File: src/rtl/smbus_seq_pkg.sv
package smbus_seq_pkg;

  localparam int unsigned BYTE_W = 8;
  localparam int unsigned ST_W   = 4;
  localparam int unsigned ST_BUSY  = 0;
  localparam int unsigned ST_INTR  = 1;
  localparam int unsigned ST_ERR   = 2;
  localparam int unsigned ST_BDONE = 3;

  localparam logic [2:0] PR_QUICK     = 3'd0;
  localparam logic [2:0] PR_BYTE      = 3'd1;
  localparam logic [2:0] PR_BYTE_DATA = 3'd2;
  localparam logic [2:0] PR_WORD      = 3'd3;
  localparam logic [2:0] PR_PROC_CALL = 3'd4;
  localparam logic [2:0] PR_BLOCK     = 3'd5;
  localparam logic [2:0] PR_I2C_BLOCK = 3'd6;

  // OP_NONE and OP_HOLD never reach the bus
  typedef enum logic [2:0] {
    OP_NONE     = 3'd0,
    OP_START_WR = 3'd1,
    OP_START_RD = 3'd2,
    OP_SEND     = 3'd3,
    OP_RECV     = 3'd4,
    OP_NACK     = 3'd5,
    OP_STOP     = 3'd6,
    OP_HOLD     = 3'd7
  } bus_op_e;

  // byte source for sends, destination for receives
  typedef enum logic [2:0] {
    SEL_ADDR = 3'd0,
    SEL_CMD  = 3'd1,
    SEL_D0   = 3'd2,
    SEL_D1   = 3'd3,
    SEL_BLK  = 3'd4
  } sel_e;

  typedef struct packed {
    bus_op_e op;
    sel_e    sel;
  } step_t;

  function automatic step_t mk_step(bus_op_e op, sel_e sel);
    step_t s;
    s.op  = op;
    s.sel = sel;
    return s;
  endfunction

  function automatic logic proto_known(logic [2:0] p);
    return p <= PR_I2C_BLOCK;
  endfunction

endpackage

File: src/rtl/smbus_seq_prog.sv
module smbus_seq_prog
  import smbus_seq_pkg::*;
#(
  parameter int unsigned STEP_W = 4
) (
  input  logic [2:0]        proto_i,
  input  logic              rd_i,
  input  logic [STEP_W-1:0] idx_i,
  output step_t             step_o
);

  localparam int unsigned NSTEP = 1 << STEP_W;

  step_t prog [NSTEP];

  always_comb begin
    for (int i = 0; i < NSTEP; i++) prog[i] = mk_step(OP_NONE, SEL_ADDR);
    case (proto_i)
      PR_QUICK: begin
        prog[0] = mk_step(rd_i ? OP_START_RD : OP_START_WR, SEL_ADDR);
        prog[1] = mk_step(OP_STOP, SEL_ADDR);
      end
      PR_BYTE: begin
        if (rd_i) begin
          prog[0] = mk_step(OP_START_RD, SEL_ADDR);
          prog[1] = mk_step(OP_RECV, SEL_D0);
          prog[2] = mk_step(OP_NACK, SEL_ADDR);
          prog[3] = mk_step(OP_STOP, SEL_ADDR);
        end else begin
          prog[0] = mk_step(OP_START_WR, SEL_ADDR);
          prog[1] = mk_step(OP_SEND, SEL_CMD);
          prog[2] = mk_step(OP_STOP, SEL_ADDR);
        end
      end
      PR_BYTE_DATA: begin
        prog[0] = mk_step(OP_START_WR, SEL_ADDR);
        prog[1] = mk_step(OP_SEND, SEL_CMD);
        if (rd_i) begin
          prog[2] = mk_step(OP_START_RD, SEL_ADDR);
          prog[3] = mk_step(OP_RECV, SEL_D0);
          prog[4] = mk_step(OP_NACK, SEL_ADDR);
          prog[5] = mk_step(OP_STOP, SEL_ADDR);
        end else begin
          prog[2] = mk_step(OP_SEND, SEL_D0);
          prog[3] = mk_step(OP_STOP, SEL_ADDR);
        end
      end
      PR_WORD: begin
        prog[0] = mk_step(OP_START_WR, SEL_ADDR);
        prog[1] = mk_step(OP_SEND, SEL_CMD);
        if (rd_i) begin
          prog[2] = mk_step(OP_START_RD, SEL_ADDR);
          prog[3] = mk_step(OP_RECV, SEL_D0);
          prog[4] = mk_step(OP_RECV, SEL_D1);
          prog[5] = mk_step(OP_NACK, SEL_ADDR);
          prog[6] = mk_step(OP_STOP, SEL_ADDR);
        end else begin
          prog[2] = mk_step(OP_SEND, SEL_D0);
          prog[3] = mk_step(OP_SEND, SEL_D1);
          prog[4] = mk_step(OP_STOP, SEL_ADDR);
        end
      end
      PR_PROC_CALL: begin
        prog[0] = mk_step(OP_START_WR, SEL_ADDR);
        prog[1] = mk_step(OP_SEND, SEL_CMD);
        prog[2] = mk_step(OP_SEND, SEL_D0);
        prog[3] = mk_step(OP_SEND, SEL_D1);
        prog[4] = mk_step(OP_START_RD, SEL_ADDR);
        prog[5] = mk_step(OP_RECV, SEL_D0);
        prog[6] = mk_step(OP_RECV, SEL_D1);
        prog[7] = mk_step(OP_NACK, SEL_ADDR);
        prog[8] = mk_step(OP_STOP, SEL_ADDR);
      end
      PR_BLOCK: begin
        prog[0] = mk_step(OP_START_WR, SEL_ADDR);
        prog[1] = mk_step(OP_SEND, SEL_CMD);
        if (rd_i) begin
          prog[2] = mk_step(OP_START_RD, SEL_ADDR);
          prog[3] = mk_step(OP_RECV, SEL_D0);
          prog[4] = mk_step(OP_RECV, SEL_BLK);
          prog[5] = mk_step(OP_HOLD, SEL_ADDR);
        end else begin
          prog[2] = mk_step(OP_SEND, SEL_D0);
          prog[3] = mk_step(OP_SEND, SEL_BLK);
          prog[4] = mk_step(OP_HOLD, SEL_ADDR);
        end
      end
      PR_I2C_BLOCK: begin
        // direction bit deliberately ignored
        prog[0] = mk_step(OP_START_WR, SEL_ADDR);
        prog[1] = mk_step(OP_SEND, SEL_D1);
        prog[2] = mk_step(OP_START_RD, SEL_ADDR);
        prog[3] = mk_step(OP_RECV, SEL_BLK);
        prog[4] = mk_step(OP_HOLD, SEL_ADDR);
      end
      default: ;
    endcase
  end

  assign step_o = prog[idx_i];

endmodule

File: src/rtl/smbus_seq_bus.sv
module smbus_seq_bus
  import smbus_seq_pkg::*;
(
  input  logic              clk_i,
  input  logic              rst_ni,
  input  logic              req_i,
  input  bus_op_e           op_i,
  input  logic [BYTE_W-1:0] data_i,
  output logic              cmd_valid_o,
  input  logic              cmd_ready_i,
  output logic [2:0]        cmd_op_o,
  output logic [BYTE_W-1:0] cmd_data_o,
  input  logic              rsp_valid_i,
  input  logic              rsp_ack_i,
  input  logic [BYTE_W-1:0] rsp_data_i,
  output logic              done_o,
  output logic              ack_o,
  output logic [BYTE_W-1:0] rdata_o
);

  typedef enum logic [1:0] {B_IDLE, B_CMD, B_RSP} bstate_e;

  bstate_e           st_q;
  bus_op_e           op_q;
  logic [BYTE_W-1:0] data_q;

  always_ff @(posedge clk_i or negedge rst_ni) begin
    if (!rst_ni) begin
      st_q   <= B_IDLE;
      op_q   <= OP_NONE;
      data_q <= '0;
    end else begin
      case (st_q)
        B_IDLE: if (req_i) begin
          st_q   <= B_CMD;
          op_q   <= op_i;
          data_q <= data_i;
        end
        B_CMD:   if (cmd_ready_i) st_q <= B_RSP;
        B_RSP:   if (rsp_valid_i) st_q <= B_IDLE;
        default: st_q <= B_IDLE;
      endcase
    end
  end

  assign cmd_valid_o = (st_q == B_CMD);
  assign cmd_op_o    = op_q;
  assign cmd_data_o  = data_q;
  assign done_o      = (st_q == B_RSP) && rsp_valid_i;
  assign ack_o       = rsp_ack_i;
  assign rdata_o     = rsp_data_i;

  AST_CMD_HOLD: assert property (@(posedge clk_i) disable iff (!rst_ni)
    cmd_valid_o && !cmd_ready_i |=> cmd_valid_o && $stable(cmd_op_o) && $stable(cmd_data_o));

endmodule

File: src/rtl/smbus_seq_regs.sv
module smbus_seq_regs
  import smbus_seq_pkg::*;
(
  input  logic              clk_i,
  input  logic              rst_ni,
  input  logic              cap_i,
  input  logic [BYTE_W-1:0] addr_i,
  input  logic [BYTE_W-1:0] cmd_i,
  input  logic [BYTE_W-1:0] d0_i,
  input  logic [BYTE_W-1:0] d1_i,
  input  logic [BYTE_W-1:0] blk_i,
  input  logic              wr_i,
  input  sel_e              wr_sel_i,
  input  logic [BYTE_W-1:0] wr_data_i,
  input  logic [ST_W-1:0]   sts_set_i,
  input  logic [ST_W-1:0]   sts_clr_i,
  output logic [BYTE_W-1:0] addr_o,
  output logic [BYTE_W-1:0] cmd_o,
  output logic [BYTE_W-1:0] d0_o,
  output logic [BYTE_W-1:0] d1_o,
  output logic [BYTE_W-1:0] blk_o,
  output logic [ST_W-1:0]   sts_o
);

  logic [BYTE_W-1:0] addr_q, cmd_q, d0_q, d1_q, blk_q;
  logic [ST_W-1:0]   sts_q;

  always_ff @(posedge clk_i or negedge rst_ni) begin
    if (!rst_ni) begin
      addr_q <= '0;
      cmd_q  <= '0;
      d0_q   <= '0;
      d1_q   <= '0;
      blk_q  <= '0;
    end else if (cap_i) begin
      addr_q <= addr_i;
      cmd_q  <= cmd_i;
      d0_q   <= d0_i;
      d1_q   <= d1_i;
      blk_q  <= blk_i;
    end else if (wr_i) begin
      case (wr_sel_i)
        SEL_D0:  d0_q  <= wr_data_i;
        SEL_D1:  d1_q  <= wr_data_i;
        SEL_BLK: blk_q <= wr_data_i;
        default: ;
      endcase
    end
  end

  // set wins over clear
  always_ff @(posedge clk_i or negedge rst_ni) begin
    if (!rst_ni) sts_q <= '0;
    else         sts_q <= (sts_q & ~sts_clr_i) | sts_set_i;
  end

  assign addr_o = addr_q;
  assign cmd_o  = cmd_q;
  assign d0_o   = d0_q;
  assign d1_o   = d1_q;
  assign blk_o  = blk_q;
  assign sts_o  = sts_q;

  AST_ERR_STICKY: assert property (@(posedge clk_i) disable iff (!rst_ni)
    sts_q[ST_ERR] && !sts_clr_i[ST_ERR] |=> sts_q[ST_ERR]);
  AST_HOLD_BUSY: assert property (@(posedge clk_i) disable iff (!rst_ni)
    $rose(sts_q[ST_BDONE]) |-> sts_q[ST_BUSY]);

endmodule

File: src/rtl/smbus_txn_seq.sv
module smbus_txn_seq
  import smbus_seq_pkg::*;
#(
  parameter int unsigned STEP_W = 4
) (
  input  logic              clk_i,
  input  logic              rst_ni,
  input  logic              start_i,
  input  logic [2:0]        proto_i,
  input  logic [7:0]        addr_i,
  input  logic [7:0]        cmd_i,
  input  logic [7:0]        data0_i,
  input  logic [7:0]        data1_i,
  input  logic [7:0]        blk_i,
  input  logic [3:0]        sts_clr_i,
  output logic [7:0]        data0_o,
  output logic [7:0]        data1_o,
  output logic [7:0]        blk_o,
  output logic [3:0]        status_o,
  output logic              cmd_valid_o,
  input  logic              cmd_ready_i,
  output logic [2:0]        cmd_op_o,
  output logic [7:0]        cmd_data_o,
  input  logic              rsp_valid_i,
  input  logic              rsp_ack_i,
  input  logic [7:0]        rsp_data_i
);

  typedef enum logic [1:0] {S_IDLE, S_STEP, S_WAIT} state_e;

  state_e            state_q;
  logic [STEP_W-1:0] idx_q;
  logic              err_q;
  logic [2:0]        proto_q;
  bus_op_e           cur_op_q;
  sel_e              cur_sel_q;

  logic              accept, reject, launch, req, wr, fail;
  step_t             step;
  bus_op_e           eff_op;
  logic [BYTE_W-1:0] send_data;
  logic              bus_done, bus_ack;
  logic [BYTE_W-1:0] bus_rdata;
  logic [ST_W-1:0]   sts_set, sts_int_clr, sts_clr_eff, busy_lock;
  logic [BYTE_W-1:0] addr_r, cmd_r, d0_r, d1_r, blk_r;

  assign accept = start_i && (state_q == S_IDLE);
  assign reject = accept && (status_o[ST_ERR] || !proto_known(proto_i));
  assign launch = accept && !reject;

  smbus_seq_prog #(.STEP_W(STEP_W)) u_prog (
    .proto_i (proto_q),
    .rd_i    (addr_r[0]),
    .idx_i   (idx_q),
    .step_o  (step)
  );

  // after a failure the only remaining step is stop
  assign eff_op = err_q ? OP_STOP : step.op;

  always_comb begin
    case (step.sel)
      SEL_CMD: send_data = cmd_r;
      SEL_D0:  send_data = d0_r;
      SEL_D1:  send_data = d1_r;
      SEL_BLK: send_data = blk_r;
      default: send_data = {1'b0, addr_r[BYTE_W-1:1]};
    endcase
  end

  assign fail = bus_done && !bus_ack &&
                (cur_op_q inside {OP_START_WR, OP_START_RD, OP_SEND, OP_RECV});

  always_comb begin
    sts_set     = '0;
    sts_int_clr = '0;
    req         = 1'b0;
    wr          = 1'b0;
    if (reject) sts_set[ST_ERR]  = 1'b1;
    if (launch) sts_set[ST_BUSY] = 1'b1;
    if (state_q == S_STEP) begin
      case (eff_op)
        OP_HOLD: sts_set[ST_BDONE] = 1'b1;
        OP_NONE: begin
          sts_int_clr[ST_BUSY] = 1'b1;
          sts_set[ST_INTR]     = 1'b1;
        end
        default: req = 1'b1;
      endcase
    end
    if (state_q == S_WAIT && bus_done) begin
      if (cur_op_q == OP_STOP) begin
        sts_int_clr[ST_BUSY] = 1'b1;
        if (err_q) sts_set[ST_ERR]  = 1'b1;
        else       sts_set[ST_INTR] = 1'b1;
      end else if (!fail && cur_op_q == OP_RECV) begin
        wr = 1'b1;
      end
    end
  end

  always_comb begin
    busy_lock          = '0;
    busy_lock[ST_BUSY] = (state_q != S_IDLE);
  end
  assign sts_clr_eff = (sts_clr_i & ~busy_lock) | sts_int_clr;

  always_ff @(posedge clk_i or negedge rst_ni) begin
    if (!rst_ni) begin
      state_q   <= S_IDLE;
      idx_q     <= '0;
      err_q     <= 1'b0;
      proto_q   <= '0;
      cur_op_q  <= OP_NONE;
      cur_sel_q <= SEL_ADDR;
    end else begin
      case (state_q)
        S_IDLE: if (launch) begin
          state_q <= S_STEP;
          idx_q   <= '0;
          err_q   <= 1'b0;
          proto_q <= proto_i;
        end
        S_STEP: begin
          if (eff_op == OP_HOLD || eff_op == OP_NONE) begin
            state_q <= S_IDLE;
          end else begin
            state_q   <= S_WAIT;
            cur_op_q  <= eff_op;
            cur_sel_q <= step.sel;
          end
        end
        S_WAIT: if (bus_done) begin
          if (cur_op_q == OP_STOP) begin
            state_q <= S_IDLE;
          end else if (fail) begin
            err_q   <= 1'b1;
            state_q <= S_STEP;
          end else begin
            idx_q   <= idx_q + 1'b1;
            state_q <= S_STEP;
          end
        end
        default: state_q <= S_IDLE;
      endcase
    end
  end

  smbus_seq_bus u_bus (
    .clk_i       (clk_i),
    .rst_ni      (rst_ni),
    .req_i       (req),
    .op_i        (eff_op),
    .data_i      (send_data),
    .cmd_valid_o (cmd_valid_o),
    .cmd_ready_i (cmd_ready_i),
    .cmd_op_o    (cmd_op_o),
    .cmd_data_o  (cmd_data_o),
    .rsp_valid_i (rsp_valid_i),
    .rsp_ack_i   (rsp_ack_i),
    .rsp_data_i  (rsp_data_i),
    .done_o      (bus_done),
    .ack_o       (bus_ack),
    .rdata_o     (bus_rdata)
  );

  smbus_seq_regs u_regs (
    .clk_i     (clk_i),
    .rst_ni    (rst_ni),
    .cap_i     (launch),
    .addr_i    (addr_i),
    .cmd_i     (cmd_i),
    .d0_i      (data0_i),
    .d1_i      (data1_i),
    .blk_i     (blk_i),
    .wr_i      (wr),
    .wr_sel_i  (cur_sel_q),
    .wr_data_i (bus_rdata),
    .sts_set_i (sts_set),
    .sts_clr_i (sts_clr_eff),
    .addr_o    (addr_r),
    .cmd_o     (cmd_r),
    .d0_o      (d0_r),
    .d1_o      (d1_r),
    .blk_o     (blk_r),
    .sts_o     (status_o)
  );

  assign data0_o = d0_r;
  assign data1_o = d1_r;
  assign blk_o   = blk_r;

  AST_DONE_IN_WAIT: assert property (@(posedge clk_i) disable iff (!rst_ni)
    bus_done |-> state_q == S_WAIT);
  AST_IGNORE_START: assert property (@(posedge clk_i) disable iff (!rst_ni)
    (state_q != S_IDLE) && start_i |=> $stable(proto_q));
  AST_INTR_NOT_ERR: assert property (@(posedge clk_i) disable iff (!rst_ni)
    $rose(status_o[ST_INTR]) |-> !status_o[ST_ERR]);
  AST_REJECT_NO_BUS: assert property (@(posedge clk_i) disable iff (!rst_ni)
    reject |=> !cmd_valid_o && state_q == S_IDLE);

endmodule

File: config.mk
export PLATFORM = sky130hd
export DESIGN_NAME = smbus_txn_seq
export DESIGN_NICKNAME = d
export VERILOG_FILES = /design/src/rtl/smbus_seq_pkg.sv /design/src/rtl/smbus_seq_prog.sv /design/src/rtl/smbus_seq_bus.sv /design/src/rtl/smbus_seq_regs.sv /design/src/rtl/smbus_txn_seq.sv
export SDC_FILE = /design/constraint.sdc
export NUM_CORES = 1
export LEC_CHECK = 0
export ABC_AREA = 1
export BUFFER_PORTS_ARGS = -buffer_cell sky130_fd_sc_hd__buf_4
export CORE_AREA = 2 2 107 109
export DETAILED_ROUTE_END_ITERATION = 10
export DIE_AREA = 0 0 109 111
export GPL_TIMING_DRIVEN = 1
export HOLD_SLACK_MARGIN = 0.02
export PLACE_DENSITY_LB_ADDON = 0.25
export SYNTH_ARGS = -nofsm -noshare
export SYNTH_HDL_FRONTEND = slang
export SYNTH_SLANG_ARGS = --single-unit
File: constraint.sdc
create_clock -name clk_i -period 3.1 [get_ports clk_i]
set_clock_uncertainty 0.2 [all_clocks]
set_input_delay 0.155 -clock clk_i [delete_from_list [all_inputs] [get_ports clk_i]]
set_output_delay 0.155 -clock clk_i [all_outputs]
set_load 0.1 [all_outputs]
Word level (Yosys, flattened, before mapping). Cells that the tools add are included. W data, S select, Z words.

Flip-flop bits (word level): 73. Input port bits: 61. Output and inout bits: 40.

Add/subtract/negate cells: 1. Magnitude comparators: 2. Equal/unequal tests: 31. Mux-type cells: 64. Bitwise operators: 8. Reductions and logical operators: 37.

Operator list (number): $mux W8 (9); $pmux W12 S6 (1); $pmux W12 S4 (1); $mux W16 (2); $pmux W8 S4 (1); $pmux W6 S5 (1); $bmux W6 S4 (1); $eq A3 B2 Y1 const B (8); $eq A3 B3 Y1 const B (8); $mux W12 (2); $mux W6 (4); $pmux W6 S4 (1); $mux W1 (20); $mux W2 (9); $mux W17 (1); $mux W4 (4); $ne A2 B2 Y1 const B (7); $reduce_and A2 Y1 (7); $pmux W2 S3 (2); $pmux W6 S2 (1); $reduce_bool A2 Y1 (6); $mux W10 (1); $reduce_and A5 Y1 (2); $eq A3 B1 Y1 const B (3); 25 further kinds (41).

Depth between registers and ports, before layout. Gate-level depths: netlist of run 1.

Word-level depth: 16. Mapped depth: 19. Mapped depth without buffers: 17.

Modules after synthesis. From an unflattened synthesis of run 1, not the netlist that was laid out.

Cells, all modules: 642. Area total of the unflattened synthesis: 4519.3 um^2.

By module, submodules not included: smbus_seq_regs (instances 1, cells an instance 253, area each 1996.9 um^2); smbus_txn_seq (instances 1, cells an instance 195, area each 1305.0 um^2); smbus_seq_prog (instances 1, cells an instance 124, area each 610.6 um^2); smbus_seq_bus (instances 1, cells an instance 70, area each 606.8 um^2).

Worst setup path after synthesis of run 1. Ideal clock, no wire load.

Path kind: reg2reg. Start: register u_regs.sts_q[2] (netlist: u_regs.sts_o[2]). End: register idx_q[2]. Library setup time: 78 ps. Arrival: 2141 ps. Path slack: 681 ps. Cell stages (with the launch flop): 9. Clock period less this slack: 2419 ps. Cells stage by stage: dfrtp_1 inv_1 nand2_1 nor2_1 inv_1 clkbuf_1 clkbuf_1 o21ai_0 a21oi_1.

Cells in the longest elaborated chain, start to end: 6.

RTL lines: start, declared (line smbus_seq_regs.sv:26) `logic [ST_W-1:0] sts_q;`; start signal, assigned (line smbus_seq_regs.sv:54) `else sts_q <= (sts_q & ~sts_clr_i) | sts_set_i;`; $logic_or A1 B1 Y1 (line smbus_txn_seq.sv:48) `assign reject = accept && (status_o[ST_ERR] || !proto_known(proto_i));`; $logic_and A1 B1 Y1 (line smbus_txn_seq.sv:48); $logic_not A1 Y1 (line smbus_txn_seq.sv:49) `assign launch = accept && !reject;`; $logic_and A1 B1 Y1 (line smbus_txn_seq.sv:49); $ne A2 B2 Y1 (no source line); $reduce_and A5 Y1 (no source line); end signal, assigned (line smbus_txn_seq.sv:140) `idx_q <= idx_q + 1'b1;`; end, declared (line smbus_txn_seq.sv:32) `logic [STEP_W-1:0] idx_q;`.

Every way passes these cells. A chain may end at the register's enable or synchronous reset.

Worst setup path after layout of run 1.
Start: register u_bus.st_q[0]. End: register u_regs.d1_q[6] (netlist: u_regs.d1_o[6]).

Cells in the longest elaborated chain, start to end: 11. Elaborated cells on any way between the ends: 12.

RTL lines: start, declared (line smbus_seq_bus.sv:23) `bstate_e st_q;`; start signal, assigned (line smbus_seq_bus.sv:29) `st_q <= B_IDLE;`; start signal, assigned (line smbus_seq_bus.sv:35) `st_q <= B_CMD;`; start signal, assigned (line smbus_seq_bus.sv:39) `B_CMD: if (cmd_ready_i) st_q <= B_RSP;`; $eq A2 B2 Y1 (*) (line smbus_seq_bus.sv:49) `assign done_o = (st_q == B_RSP) && rsp_valid_i;`; $logic_and A1 B1 Y1 (*) (line smbus_seq_bus.sv:49); $logic_and A1 B1 Y1 (2 in series) (line smbus_txn_seq.sv:71) `assign fail = bus_done && !bus_ack &&`; $logic_not A1 Y1 (line smbus_txn_seq.sv:96) `end else if (!fail && cur_op_q == OP_RECV) begin`; $logic_and A1 B1 Y1 (line smbus_txn_seq.sv:96); $mux W1 (line smbus_txn_seq.sv:96); $mux W1 (line smbus_txn_seq.sv:92) `if (cur_op_q == OP_STOP) begin`; $mux W1 (*) (line smbus_txn_seq.sv:91) `if (state_q == S_WAIT && bus_done) begin`; $reduce_bool A2 Y1 (no source line) (*); $reduce_and A2 Y1 (no source line) (*); end signal, assigned (line smbus_seq_regs.sv:39) `d1_q <= d1_i;`; end signal, assigned (line smbus_seq_regs.sv:44) `SEL_D1: d1_q <= wr_data_i;`; end, declared (line smbus_seq_regs.sv:25) `logic [BYTE_W-1:0] addr_q, cmd_q, d0_q, d1_q, blk_q;`.

Mark *: on every way between the ends. The rest lies on a longest branch, timed or not.

==> impl_metrics.toml, run 1 <==
[die]
fp.coreArea_um2 = 11100
num_io_pins = 101
chipWidth_um = 109
initial_core_util_pct = 38.9
core.rowCount = 39
die_y_um = 111
dieArea_um2 = 12100

[yosys]
yosysUniqueCellTypes = 37
syn_inst = 605
synth.avg_cell_area_um2 = 7.12
synth_nets = 667
synth-seq-cells = 73
yosysWarnings = 0
synthesis.area_um2 = 4310
synth-seq-area-share_pct = 42.4

[worst_setup_path]
cp-start-kind = "flop"
critical_path_class = "reg2reg"
r2r_end = "u_regs.d1_o[6]"
ff2ff_path_depth = 10
worstPathRequired_ps = 3120
crit_path_end = "u_regs.d1_o[6]"
critPathArrivalTime_ps = 2860
end_kind = "flop"
r2r-start = "u_bus.st_q[0]"
startpoint = "u_bus.st_q[0]"
rrSetupSlack_ps = 260
critPathMaxFanout = 16

[clocking]
cts.reportedPaths.clkPinSlew_ps = 60
max-clock-path-buffers = 2
worstSkewPairLatency_ps = 340
cts_setup_buffers = 0
cts.sinks = 73
cts_tree = "done"
cts_made_buffers = 9
h-tree-depth = 3
cts-root-buf = "clkbuf_16"

[drt]
wl_per_cell_um = 15.0
detail_route.first_pass.iterations = 7
drt_iter0_drc = 370
vias = 4627
vias_per_cell = 5.14
drc = 0
drt_wl_total_um = 13500
ant_nets = 0

[sta]
rsz0062_at_grt = "no"
final-setup-viol-count = 0
final-max-slew-violation-count = 0
tns_ps = 0
finalCritPeriodShare_pct = 91.5
slew-limit-headroom_pct = 37.2
worstMarginPinSlew_ps = 942
fmax_ghz = 0.352
period_needed_ps = 2840
finalHoldViolCount = 0

[power]
p_int_mw = 3.10
p_leak_nw = 3.12
power_density_nw_per_um2 = 1200
p_sw_mw = 4.12
p_total_mw = 7.22
ir_drop_v = 0.000747
seqPwrFrac_pct = 24.8
p_sw_share_pct = 57.1
pwr-share-clk_pct = 14.3
combPwrFrac_pct = 60.8

[place]
io_buffer_count = 100
dp_hpwl_um = 9550
gp_congestion = 0.888
dpl_cell_area_um2 = 5150

[cells_and_area]
final_util_pct = 54.5
fin_area_um2 = 6040
layout_common_cells = "nand2_1, buf_4, dfrtp_1, dlygate4sd3_1, nand3_1"
fin_nets = 816
area_growth_pct = 40.1
layout_commonest_cell = "nand2_1"
drive_above_1_share_pct = 21.0
diodes = 0

[run]
cap_violations = 0

[grt]
overflow = 0
grt_pass1_wl_um = 21900
grt_pass1_vias = 4470
grt.total_usage_pct = 23.1
antenna_found_initial = 0
grt_max_degree = 74

[outcome]
status = "finished, final reports clean"

[min_path]
hold_path_class = "in2reg"
worst max-delay path, cell delays in order, from the launching register on:
cell	delay (ps)
dfrtp_1	390
inv_1	90
nand3_1	150
inv_1	150
nand2_1	60
nor3_1	510
nand4_1	170
buf_4	250
nand3_1	90
o211ai_1	90
dlygate4sd3_1	560
cells in the mapped netlist, drive strengths merged:
| cell type | n | area share (%) |
|---|---|---|
| nand3 | 47 | 6.2 |
| dfrtp | 73 | 42 |
| o31ai | 1 | 0.17 |
| clkinv | 2 | 0.17 |
| nor4 | 2 | 0.29 |
| ha | 1 | 0.29 |
| nor2 | 40 | 4.6 |
| o21ai | 35 | 4.2 |
| o2111ai | 1 | 0.20 |
| buf | 15 | 2.3 |
| o2bb2ai | 1 | 0.20 |
| clkbuf | 13 | 1.1 |
| a31oi | 3 | 0.44 |
| and2 | 1 | 0.15 |
| inv | 48 | 4.2 |
| a21oi | 24 | 3.0 |
| a31o | 1 | 0.20 |
| nor3 | 7 | 0.81 |
| o221ai | 1 | 0.20 |
| o211ai | 8 | 1.4 |
| o22ai | 1 | 0.15 |
| nand4 | 41 | 6.1 |
| nand2 | 239 | 21 |
per-stage QoR:
| step | std cells | setup WS [ps] | hold WS, ps |
|---|---|---|---|
| 2_1_floorplan | 605 | 681 | -341 |
| 3_3_place_gp | 827 | 256 | 140 |
| 3_5_place_dp | 827 | 203 | 153 |
| 4_1_cts | 901 | 185 | 31.0 |
| 5_1_grt | 901 | 58.6 | 73.6 |
| 6_report | 901 | 262 | 37.1 |
area by class of cell:
cell class,instances,area (um^2)
Timing Repair Buffer,166,1390
Clock buffer,9,225
Sequential cell,73,1830
Fill cell,1031,5040
Inverter,50,190
Multi-Input combinational cell,454,2150
Tap cell,143,179
Clock inverter,6,68.8
worst min path at each step:
stage                        from         endpoint  cells after the start
floorplan                  rst_ni      cur_op_q[0]                      0
global placement     sts_clr_i[3]  u_regs.sts_o[3]                      2
detailed placement   sts_clr_i[3]  u_regs.sts_o[3]                      2
CTS                 rsp_data_i[6]  u_regs.blk_o[6]                      5
finish              rsp_data_i[5]   u_regs.d0_o[5]                      5
global route        rsp_data_i[6]   u_regs.d0_o[6]                      5
layer usage:
| metal | share of wire, % | track usage (%) | wire, um |
|---|---|---|---|
| met1 | 45 | 30.7 | 6070 |
| met2 | 48 | 38.3 | 6430 |
| met3 | 6.2 | 4.76 | 831 |
| met4 | 1.3 | 5.47 | 173 |
| met5 | 0 | 0 | 0 |
flip-flops by register name (all words and copies together) (netlist names), 4 cells and up:
register          flops
idx_q                 4
u_regs.d1_o           8
u_bus.cmd_data_o      8
u_regs.blk_o          8
u_regs.sts_o          4
u_regs.cmd_o          8
u_regs.addr_o         8
u_regs.d0_o           8
cells by family (layout without fill, tap and decap cells):
family,count (synthesis),count (layout),share of synthesized area (%)
adders and majority gates,1,1,0.290
AOI/OAI and AO/OA,76,76,10.2
DFF,73,73,42.4
and+or+nand+nor,377,377,39.3
buffers and inverters,78,231,7.84
timing repair:
item | 4_1_cts | 5_1_grt
hold endpoints to repair | 123 | 0
setup endpoints to repair | 0 | 12
hold buffers | 59 | 0
resized for setup | 0 | 1
power groups by stage:
stage                     Clock [mW]  Sequential (mW)  Combinational [mW]
after CTS                       1.05             1.78                4.38
after floorplan                    0             3.08                2.01
after global routing            1.09             1.85                4.76
after global placement             0             1.81                4.18
final                           1.03             1.79                4.39
after detailed placement           0             1.80                4.24
No activity file was read; power rests on OpenSTA's default activity.
==> inputs of run 2 (changes only) <==
--- a/config.mk
+++ b/config.mk
@@ -6,7 +6,7 @@
 export NUM_CORES = 1
 export LEC_CHECK = 0
 export ABC_AREA = 1
-export BUFFER_PORTS_ARGS = -buffer_cell sky130_fd_sc_hd__buf_4
+export BUFFER_PORTS_ARGS = -buffer_cell sky130_fd_sc_hd__clkbuf_2
 export CORE_AREA = 2 2 107 109
 export DETAILED_ROUTE_END_ITERATION = 10
 export DIE_AREA = 0 0 109 111
==> run 2 against run 1 <==
  * Sequential power about the same
  * Sequential cell count unchanged
  * Power shrank 0.94%
  * Via count up 0.76%
  * Utilization is 1.9 points lower
  * Clock power rose by 11%
  * First-iteration DRC count decreased by 15%
  * Clock-buffer cell count increased by 1
  * Register-to-register slack improved by 60 ps
==> impl_metrics.toml, run 2 (synthesized netlist as in run 1, its figures left out) <==
[die]
chipWidth_um = 109
core.rowCount = 39
dieArea_um2 = 12100
die_y_um = 111
fp.coreArea_um2 = 11100
num_io_pins = 101
initial_core_util_pct = 38.9

[grt]
grt.total_usage_pct = 22.8
grt_pass1_wl_um = 21800
grt_max_degree = 41
overflow = 0
grt_pass1_vias = 4542
antenna_found_initial = 0

[cells_and_area]
layout_common_cells = "nand2_1, clkbuf_2, dfrtp_1, dlygate4sd3_1, nand3_1"
area_growth_pct = 35.3
diodes = 0
final_util_pct = 52.6
layout_commonest_cell = "nand2_1"
n_fill_cell = 1032
drive_above_1_share_pct = 21.2
fin_nets = 817

[clocking]
max-clock-path-buffers = 2
cts-root-buf = "clkbuf_16"
cts.sinks = 73
cts_setup_buffers = 0
h-tree-depth = 3
cts.reportedPaths.clkPinSlew_ps = 60
worstSkewPairLatency_ps = 340
cts_tree = "done"
cts_made_buffers = 9

[sta]
fmax_ghz = 0.360
worstMarginPinSlew_ps = 770
finalHoldViolCount = 0
slew-limit-headroom_pct = 48.5
period_needed_ps = 2780
final-setup-viol-count = 0
rsz0062_at_grt = "no"
final-max-slew-violation-count = 0
finalCritPeriodShare_pct = 89.6
tns_ps = 0

[worst_setup_path]
critical_path_class = "in2reg"
path_buf_inv = 5
cp-start-kind = "primary input"
crit_family = "buffers and inverters"
crit_slowest_cell = "dlygate4sd3_1"
critPathArrivalTime_ps = 2780
critPathMaxFanout = 16
critPathMaxStageDelay_ps = 580
worstPathRequired_ps = 3110
end_kind = "flop"
path_cells = "dlygate4sd3_1 > clkbuf_2 > nand3_1 > inv_1 > nand2_1 > nor3_1 > nand4_1 > buf_4 > nand3_1 > o211ai_1 > dlygate4sd3_1"

[drt]
vias = 4662
drt_wl_total_um = 13000
drt_iter0_drc = 313
ant_nets = 0
vias_per_cell = 5.16
detail_route.first_pass.iterations = 5
wl_per_cell_um = 14.4
drc = 0

[power]
p_leak_nw = 3.08
ir_drop_v = 0.000977
power_density_nw_per_um2 = 1230

[outcome]
status = "finished, final reports clean"

[place]
io_buffer_count = 100
dp_hpwl_um = 9490
gp_congestion = 0.933

[min_path]
hold_path_class = "in2reg"

[run]
cap_violations = 0
-- run 2: changes by cell type in the layout (fill, tap and decap cells not counted), sizes merged --
cell / change
clkbuf: +100
buf: -98
clkinvlp: -3
clkinv: +2
bufinv: +1
-- run 2: worst paths after layout --
| path | slack, ps | endpoint | depth (start not counted) | startpoint |
|---|---|---|---|---|
| setup / recovery | 320 | u_regs.d1_o[6] | 11 | rsp_valid_i |
| hold / removal | 40 | u_regs.d0_o[5] | 5 | rsp_data_i[5] |
| setup reg to reg | 320 | u_regs.d1_o[6] | 10 | u_bus.st_q[0] |
| hold reg to reg | 270 | u_regs.cmd_o[7] | 2 | u_regs.cmd_o[7] |
| max in group asynchronous | 1690 | u_regs.cmd_o[7] | 3 | rst_ni |
| min in group asynchronous | 180 | u_regs.sts_o[1] | 2 | rst_ni |
-- run 2: tightest hold or removal path, cell delays in order --
cell and delay, ps:
clkbuf_2 70, nand2_1 60, inv_1 70, a21oi_1 50, o21ai_0 140
-- run 2: per-stage QoR --
step	power [mW]	std cells	worst slack (ps)	area (um^2)	hold WS, ps
global route	7.64	903	54.2	5830	91.5
finish	7.15	903	323	5830	38.7
CTS	7.14	903	240	5830	37.3
detailed placement	5.86	828	253	4910	22.6
global placement	5.83	828	263	4910	15.2
floorplan	5.09	605	681	4310	-341
-- run 2: report_power, final --
group	switching (mW)	internal, mW	total, mW	leakage, nW
Combinational	3.25	0.979	4.23	1.99
Sequential	0.433	1.35	1.78	0.930
Clock	0.409	0.729	1.14	0.159
-- run 2: what timing repair did --
action / in CTS / in global routing
hold buffers: 59 / 0
hold endpoints to repair: 75 / 0
resized for setup: 0 / 1
endpoints found under the setup margin: 0 / 10
-- run 2: routing by layer --
layer	wire length [um]	vias to the layer above	GRT usage, %
li1	-	2299	-
met1	5860	2151	30.5
met2	5920	189	36.5
met3	888	23	3.94
met4	324	0	9.06
met5	0	-	0
-- run 2: layout make-up --
type                    count  area, um^2  area share (%)
multi-input cells         454        2150            36.9
flip-flops and latches     73        1830            31.4
repair buffers            167        1150            19.7
clock buffers              10         239            4.10
inverters                  50         190            3.26
well taps                 143         179            3.07
clock inverters             6        90.1            1.55
==> inputs of run 3 (changes only) <==
--- a/config.mk
+++ b/config.mk
@@ -7,9 +7,11 @@
 export LEC_CHECK = 0
 export ABC_AREA = 1
 export BUFFER_PORTS_ARGS = -buffer_cell sky130_fd_sc_hd__clkbuf_2
-export CORE_AREA = 2 2 107 109
+export CELL_PAD_IN_SITES_DETAIL_PLACEMENT = 1
+export CELL_PAD_IN_SITES_GLOBAL_PLACEMENT = 1
+export CORE_AREA = 2 2 110 112
 export DETAILED_ROUTE_END_ITERATION = 10
-export DIE_AREA = 0 0 109 111
+export DIE_AREA = 0 0 112 114
 export GPL_TIMING_DRIVEN = 1
 export HOLD_SLACK_MARGIN = 0.02
 export PLACE_DENSITY_LB_ADDON = 0.25
==> run 3 against run 2 <==
  * Die area grew 5.5%
  * Setup slack lost 3.2 ps
  * Clock power shrank 5%
  * Routed wire length grew 17%
  * Final cell count grew 0.33%
  * Clock-buffer cell count grew 2
  * Fmax shrank 0.12%
  * Design area shrank 0.39%
  * Critical path depth grew 2
  * Hold slack gained 1.1 ps
  * Utilization shrank 3.0 points
  * Critical path type is now reg2reg
  * Critical endpoint is now u_bus.cmd_data_o[5]
==> impl_metrics.toml, run 3 (synthesized netlist as in run 1, its figures left out) <==
[outcome]
status = "finished, final reports clean"

[sta]
slew-limit-headroom_pct = 36.8
fmax_ghz = 0.360
finalHoldViolCount = 0
holdWs_ps = 39.8
final-setup-viol-count = 0
finalCritPeriodShare_pct = 89.7
worstMarginPinSlew_ps = 949
period_needed_ps = 2780
tns_ps = 0
rsz0062_at_grt = "no"
final-max-slew-violation-count = 0

[die]
core.rowCount = 40
chipWidth_um = 112
die_y_um = 114
initial_core_util_pct = 36.8
dieArea_um2 = 12800
num_io_pins = 101
fp.coreArea_um2 = 11700

[drt]
wl_per_cell_um = 16.7
met2_length_um = 7560
drt_iter0_drc = 151
ant_nets = 0
vias_per_cell = 5.20
vias = 4708
wl_met1_um = 6520
top_layer = "met4"
drt_wl_total_um = 15100
detail_route.first_pass.iterations = 4
drc = 0
wl_met3_um = 630

[place]
dpl_cell_area_um2 = 4910
dp_hpwl_um = 10600
io_buffer_count = 100
gp_congestion = 0.873

[cells_and_area]
drive_above_1_share_pct = 20.8
n_fill_cell = 1525
layout_common_cells = "nand2_1, clkbuf_2, dfrtp_1, dlygate4sd3_1, nand3_1"
diodes = 0
area_growth_pct = 34.7
layout_commonest_cell = "nand2_1"
fin_nets = 816
fin_area_um2 = 5810

[worst_setup_path]
critical_path_class = "reg2reg"
cp-start-kind = "flop"
worstPathRequired_ps = 3130
end_kind = "flop"
critPathMaxFanout = 15
critPathArrivalTime_ps = 2810

[clocking]
h-tree-depth = 3
cts_made_buffers = 9
ctsResizeCount = 0
cts_tree = "done"
cts.sinks = 73
max-clock-path-buffers = 2
cts-root-buf = "clkbuf_16"
cts.reportedPaths.clkPinSlew_ps = 60
worstSkewPairLatency_ps = 340

[grt]
grt_pass1_vias = 4988
overflow = 0
antenna_found_initial = 0
grt_max_degree = 74
grt_pass1_wl_um = 25200
grt.total_usage_pct = 24.8

[min_path]
hold_path_class = "in2reg"

[power]
power_density_nw_per_um2 = 1250
ir_drop_v = 0.000909
p_leak_nw = 3.07

[run]
cap_violations = 0
## run 3: final cells by class
type,count,area [um^2],area share [%]
Multi-Input combinational cell,454,2150,37.1
Clock inverter,4,51.3,0.883
Inverter,50,190,3.27
Timing Repair Buffer,166,1150,19.7
Clock buffer,12,256,4.42
Sequential cell,73,1830,31.5
Tap cell,147,184,3.17
## run 3: where the power goes
group	internal (mW)	switching, mW	leakage [nW]
combinational	1.01	3.37	1.99
sequential	1.35	0.456	0.932
clock	0.668	0.416	0.149
## run 3: worst paths after layout
kind                            depth (start not counted)                  end         startpoint  slack [ps]
worst max-delay path                                   13  u_bus.cmd_data_o[5]   u_regs.addr_o[0]         320
worst min-delay path                                    4      u_regs.sts_o[2]            start_i          40
worst max register to register                         13  u_bus.cmd_data_o[5]   u_regs.addr_o[0]         320
worst min register to register                          2    u_bus.cmd_op_o[0]  u_bus.cmd_op_o[0]         280
max in group asynchronous                               2      u_regs.cmd_o[7]             rst_ni        1790
min in group asynchronous                               2             idx_q[2]             rst_ni         320
## run 3: timing repair
item | in CTS | in global routing
buffers inserted | 0 | 0
hold buffers | 59 | 0
hold endpoints to repair | 124 | 0
## run 3: layer usage
metal | global-route usage, % | vias up
met1 | 30.5 | 2280
met5 | 0 | -
met3 | 5.10 | 31
met2 | 43.3 | 110
met4 | 9.35 | 0
li1 | - | 2287
## run 3: through the flow
stage | worst slack (ps) | utilization (%) | power, mW | cells
finish | 320 | 49.6 | 7.26 | 906
floorplan | 681 | - | 5.09 | 605
global route | 75.5 | 49.6 | 7.76 | 906
CTS | 333 | 49.6 | 7.28 | 906
global placement | 401 | 41.9 | 5.94 | 831
detailed placement | 348 | 41.9 | 6.04 | 831
## run 3: worst max-delay path: stages (launching register included)
cell and delay (ps):
dfrtp_1 600, inv_1 250, nor2_1 270, nand2_1 140
nand3_1 100, nand3_2 140, inv_1 100, nand3_2 250
nand4_1 210, nand2_1 70, nor2_1 90, nand2_1 80
nand4_1 100, nand2_1 50
